--- src/rtl/ea_pkg.sv ---
package ea_pkg;

    localparam int ADDR_W   = 32;
    localparam int NARROW_W = 8;
    localparam int MID_W    = 16;
    localparam int SCALE_W  = 2;

    typedef enum logic [1:0] {
        DISP_NONE = 2'b00,
        DISP_B8   = 2'b01,
        DISP_B16  = 2'b10,
        DISP_B32  = 2'b11
    } disp_sel_e;

    typedef enum logic [1:0] {
        SCL_X1 = 2'b00,
        SCL_X2 = 2'b01,
        SCL_X4 = 2'b10,
        SCL_X8 = 2'b11
    } scale_sel_e;

    typedef struct packed {
        logic              valid;
        logic              lea;
        logic [ADDR_W-1:0] addr;
    } ea_stage_t;

endpackage

--- src/rtl/ea_disp_ext.sv ---
module ea_disp_ext #(
    parameter int AW  = 32,
    parameter int NW  = 8,
    parameter int MW  = 16
) (
    input  logic [AW-1:0] raw,
    input  logic [1:0]    size,
    output logic [AW-1:0] disp
);
    import ea_pkg::*;

    logic [AW-1:0] ext_narrow;
    logic [AW-1:0] ext_mid;

    // Sign extension of each short field to the full operand width.
    assign ext_narrow = {{(AW-NW){raw[NW-1]}}, raw[NW-1:0]};
    assign ext_mid    = {{(AW-MW){raw[MW-1]}}, raw[MW-1:0]};

    always_comb begin
        case (disp_sel_e'(size))
            DISP_NONE: disp = '0;
            DISP_B8:   disp = ext_narrow;
            DISP_B16:  disp = ext_mid;
            default:   disp = raw;
        endcase
    end

endmodule

--- src/rtl/ea_index_scale.sv ---
module ea_index_scale #(
    parameter int AW = 32,
    parameter int SW = 2
) (
    input  logic [AW-1:0] index,
    input  logic          present,
    input  logic [SW-1:0] code,
    output logic [AW-1:0] scaled
);
    localparam int NSCALE = 1 << SW;

    logic [AW-1:0] gated;
    logic [AW-1:0] cand [NSCALE];

    // An absent index contributes nothing, whatever sits on the bus.
    assign gated = present ? index : '0;

    // One candidate per shift amount; the code picks one of them.
    for (genvar s = 0; s < NSCALE; s++) begin : g_shift
        if (s == 0) begin : g_id
            assign cand[s] = gated;
        end else begin : g_sh
            assign cand[s] = {gated[AW-1-s:0], {s{1'b0}}};
        end
    end

    assign scaled = cand[code];

endmodule

--- src/rtl/ea_sum.sv ---
module ea_sum #(
    parameter int AW = 32
) (
    input  logic [AW-1:0] disp,
    input  logic [AW-1:0] base,
    input  logic          base_present,
    input  logic [AW-1:0] scaled_index,
    output logic [AW-1:0] sum
);
    logic [AW-1:0] base_g;
    logic [AW-1:0] part;

    assign base_g = base_present ? base : '0;
    assign part   = disp + base_g;
    // Carry out of the top bit is dropped: modulo 2^AW.
    assign sum    = part + scaled_index;

endmodule

--- src/rtl/ea_gen.sv ---
module ea_gen #(
    parameter int AW = ea_pkg::ADDR_W,
    parameter int SW = ea_pkg::SCALE_W
) (
    input  logic          clk,
    input  logic          rst_n,
    input  logic          in_valid,
    input  logic          has_base,
    input  logic [AW-1:0] base_val,
    input  logic          has_index,
    input  logic [AW-1:0] index_val,
    input  logic [SW-1:0] scale_code,
    input  logic [AW-1:0] disp_raw,
    input  logic [1:0]    disp_size,
    input  logic          lea_mode,
    output logic          out_valid,
    output logic [AW-1:0] out_addr,
    output logic          out_mem_req,
    output logic          out_reg_wr
);
    import ea_pkg::*;

    typedef struct packed {
        logic          valid;
        logic          lea;
        logic [AW-1:0] addr;
    } stage_t;

    logic [AW-1:0] disp_w;
    logic [AW-1:0] sidx_w;
    logic [AW-1:0] sum_w;

    stage_t st_d;
    stage_t st_q;

    ea_disp_ext #(
        .AW (AW),
        .NW (NARROW_W),
        .MW (MID_W)
    ) u_disp (
        .raw  (disp_raw),
        .size (disp_size),
        .disp (disp_w)
    );

    ea_index_scale #(
        .AW (AW),
        .SW (SW)
    ) u_scale (
        .index   (index_val),
        .present (has_index),
        .code    (scale_code),
        .scaled  (sidx_w)
    );

    ea_sum #(
        .AW (AW)
    ) u_sum (
        .disp         (disp_w),
        .base         (base_val),
        .base_present (has_base),
        .scaled_index (sidx_w),
        .sum          (sum_w)
    );

    always_comb begin
        st_d       = st_q;
        st_d.valid = in_valid;
        if (in_valid) begin
            st_d.lea  = lea_mode;
            st_d.addr = sum_w;
        end
    end

    always_ff @(posedge clk or negedge rst_n) begin
        if (!rst_n) begin
            st_q <= '0;
        end else begin
            st_q <= st_d;
        end
    end

    assign out_valid   = st_q.valid;
    assign out_addr    = st_q.addr;
    assign out_mem_req = st_q.valid & ~st_q.lea;
    assign out_reg_wr  = st_q.valid &  st_q.lea;

endmodule

--- config.mk ---
export PLATFORM = sky130hd
export DESIGN_NAME = ea_gen
export DESIGN_NICKNAME = d
export VERILOG_FILES = /design/src/rtl/ea_pkg.sv /design/src/rtl/ea_disp_ext.sv /design/src/rtl/ea_index_scale.sv /design/src/rtl/ea_sum.sv /design/src/rtl/ea_gen.sv
export SDC_FILE = /design/constraint.sdc
export NUM_CORES = 1
export LEC_CHECK = 0
export BUFFER_PORTS_ARGS = -buffer_cell sky130_fd_sc_hd__clkbuf_2
export CAP_MARGIN = 20
export CORE_MARGIN = 5
export CORE_UTILIZATION = 50
export DETAILED_ROUTE_END_ITERATION = 12
export GPL_TIMING_DRIVEN = 0
export PLACE_DENSITY = 0.87
export SLEW_MARGIN = 20
export SYNTH_ARGS = -nofsm -noshare
export SYNTH_HDL_FRONTEND = slang
export SYNTH_SLANG_ARGS = --single-unit
--- constraint.sdc ---
create_clock -name clk -period 3.09 [get_ports clk]
set_input_delay 0.1545 -clock clk [delete_from_list [all_inputs] [get_ports clk]]
set_output_delay 0.1545 -clock clk [all_outputs]
set_load 0.1 [all_outputs]
==> impl_metrics.csv <==
group,metric,value,unit
die,fp.dieH,113,µm
placed_design,dp_hpwl,13100,µm
power_and_ir_drop,total_power,0.00523,W
global_routing,grt_pass1_vias,5551,
finish,nets,964,
setup_path,crit_family,"compound AO/OA/AOI/OAI gates",
finish,fin_area,7460,µm²
run_status,outcome,"complete, but fails checks",
timing,min_period,3.38,ns
synthesis,ys_types,64,
synthesis,ys.flop_type,"dfrtp_1",
setup_path,critical_path_class,"input port to register",
clock_network,cts_tree,"done",
global_routing,grt_use_total,26.2,%
finish,final_cell_mix,"143 x clkbuf_2, 69 x buf_4, 65 x nand2_1, 34 x and2_1, 34 x dfrtp_1",
route,routed_wl,17900,µm
timing,fin_crit_sh,109,%
route,via_per_inst,5.95,
timing,maxSlewHeadroom,46.0,%
timing,fmax,296,MHz
global_routing,grt_pass1_wl,27300,µm
finish,n_antenna_cell,0,
placed_design,gp_congestion,0.924,
setup_path,cp_slowest_stage_delay,0.47,ns
route,dr.first_iter.drc_count,412,
finish,multi_input_area,4620,µm²
die,row_count,37,
setup_path,worst_r2r_path_depth,2,
finish,final-instance-count-excl-fill,932,
placed_design,dpl-instance-area,6460,µm²
route,drc,0,
synthesis,ys_seq_elements,34,
timing,fin_ws,-0.290,ns
setup_path,required,3.27,ns
synthesis,synth-edff-count,0,
timing,setup_viol,17,
synthesis,synth.area.top_cells,"dfrtp_1 16%, fa_1 12%, ha_1 7.1%, mux2_2 6.6%, mux4_2 5.9%",
timing,finalMaxSlewViolations,0,
clock_network,insertion_delay,0.29,ns
clock_network,htreeDepth,2,
setup_path,start_kind,"input port",
flow_run,maxCapViolCount,0,
die,io_pins,141,
die,fp.coreArea,10300,µm²
clock_network,clkSinkCount,34,
finish,syn_to_final_growth,40.5,%
power_and_ir_drop,powerDensity,701,nW/µm²
route,ant_nets,0,
synthesis,syn_inst,613,
setup_path,slowest_stage,"fa_1",
synthesis,synth_area,5310,µm²
route,num_vias,5541,
die,start_util,51.5,%
setup_path,worst-path-buf-inv,4,
finish,drive_above_1_share,49.2,%
timing,skew,0,ns
synthesis,syn-num-nets,781,
timing,final.setup.tns,-2.20,ns
setup_path,cp_cell_sequence,"clkbuf_16 -> buf_12 -> buf_12 -> mux2i_2 -> nand2_1 -> o211ai_1 -> fa_1 -> inv_1 -> ha_4 -> a21o_1 -> a221o_1 -> a311o_2 -> nand2_2 -> o311ai_4 -> o311a_1 -> a211o_1",
clock_network,clkTransAtPathRegs,0.07,ns
die,die-area,12800,µm²
finish,fillCellCount,725,
setup_path,path_depth,16,
timing,finalHoldViolations,0,
finish,ff_latch_area,851,µm²
global_routing,grt_max_degree,35,
route,avgRoutedWirePerCell,19.2,µm
power_and_ir_drop,p_leak,3.54,nW
setup_path,cp_common_cell,"buf_12",
timing,tightest_slew,0.810,ns
placed_design,io_buffers,138,
synthesis,synth_top_area_share,16.0,%
clock_network,clockRootBuffer,"clkbuf_8",
clock_network,cts_buffers,5,
placed_design,place_ws,-0.806,ns
setup_path,cp-end-kind,"register",
power_and_ir_drop,vdd_drop_max,0.000799,V
die,die_w,113,µm
worst_hold_path,whs_path_depth,2,
global_routing,antenna_found_initial,0,
synthesis,async_flop_share,100,%
clock_network,clk_path_buf_depth,2,
route,drt-pass1-iter-count,5,
placed_design,dp_cells,887,
setup_path,crit_arrival,3.56,ns
worst_hold_path,min_path_type,"input port to register",
global_routing,grt_overflow,0,
synthesis,syn_avg_cell_area,8.67,µm²
run_status,violations,"negative setup slack",
synthesis,yosysTopAreaCell,"dfrtp_1",
finish,final_common_cell,"clkbuf_2",
synthesis,yosys_warnings,0,
setup_path,cp_max_fo,7,
synthesis,synth_seq_area_share,16.0,%
timing,rsz0062_at_grt,"true",
==> synth_stat cells (4+ instances only) <==
cell,n
inv_1,34
mux2i_1,13
o21a_1,18
or2_2,5
and2_1,38
fa_1,32
a21o_1,13
dfrtp_1,34
mux2_2,31
o211ai_1,10
a31oi_1,5
o211a_1,4
clkbuf_1,34
nand3_1,16
nand4_1,6
and3_1,6
a21oi_1,41
nand2_1,68
nor3_1,9
xnor2_1,20
buf_4,32
o21ai_0,21
xor2_1,5
nor2_1,22
mux4_2,14
ha_1,30
==> registers in the layout (all words and copies together), names as in the netlist <==
name / flops
out_addr: 32
out_valid: 1
st_q: 1
==> power breakdown <==
part | switching (W) | leakage [nW] | total [W] | internal (W)
combinational | 0.00273 | 3.09 | 0.00416 | 0.00143
clock | 0.000162 | 0.0438 | 0.000312 | 0.000151
sequential | 0.000115 | 0.398 | 0.000753 | 0.000638
==> timing repair <==
item,4_1_cts,5_1_grt
endpoints found under the setup margin,19,20
setup buffers,33,9
hold buffers,2,0
pin swaps,46,42
endpoints found under the hold margin,35,0
resized for setup,76,66
==> metal layers <==
metal / global-route usage, % / part of all wire (%)
met1: 35.2 / 40
met5: 0 / 0
met3: 2.94 / 8.2
met4: 10.2 / 4.0
met2: 43.2 / 48
==> worst paths after layout <==
kind	start	slack [ns]	end
setup reg to reg	out_addr[31]$_DFFE_PN0P_	2.08	out_addr[31]$_DFFE_PN0P_
min in group asynchronous	rst_n	0.47	out_addr[31]$_DFFE_PN0P_
setup / recovery	scale_code[0]	-0.29	out_addr[31]$_DFFE_PN0P_
hold / removal	lea_mode	0.1	st_q[32]$_DFFE_PN0P_
max in group asynchronous	rst_n	2.10	out_addr[2]$_DFFE_PN0P_
hold reg to reg	out_addr[26]$_DFFE_PN0P_	0.50	out_addr[26]$_DFFE_PN0P_
==> area by class of cell <==
class	count	share of cell area (%)
multi-input cells	475	61.9
repair buffers	182	14.5
flip-flops and latches	34	11.4
plain buffers	64	7.14
well taps	136	2.28
inverters	34	1.74
clock buffers	5	0.922
clock inverters	2	0.134
==> metrics by stage <==
step / hold WS, ns / util [%]
3_3_place_gp: 0.263 / 62.6
3_5_place_dp: 0.283 / 62.6
4_1_cts: 0.102 / 69.4
5_1_grt: 0.114 / 72.3
2_1_floorplan: -0.141 / -
6_report: 0.0982 / 72.3
==> cell families after synthesis <==
family	count (synthesis)	synth area share (%)
and+or+nand+nor	185	17.4
AOI/OAI and AO/OA	145	18.8
buffers and inverters	104	9.63
adders and majority gates	62	19.1
muxes	58	15.0
DFF	34	16.0
xor gates and xnor gates	25	4.12
No activity file was read; power rests on OpenSTA's default activity.
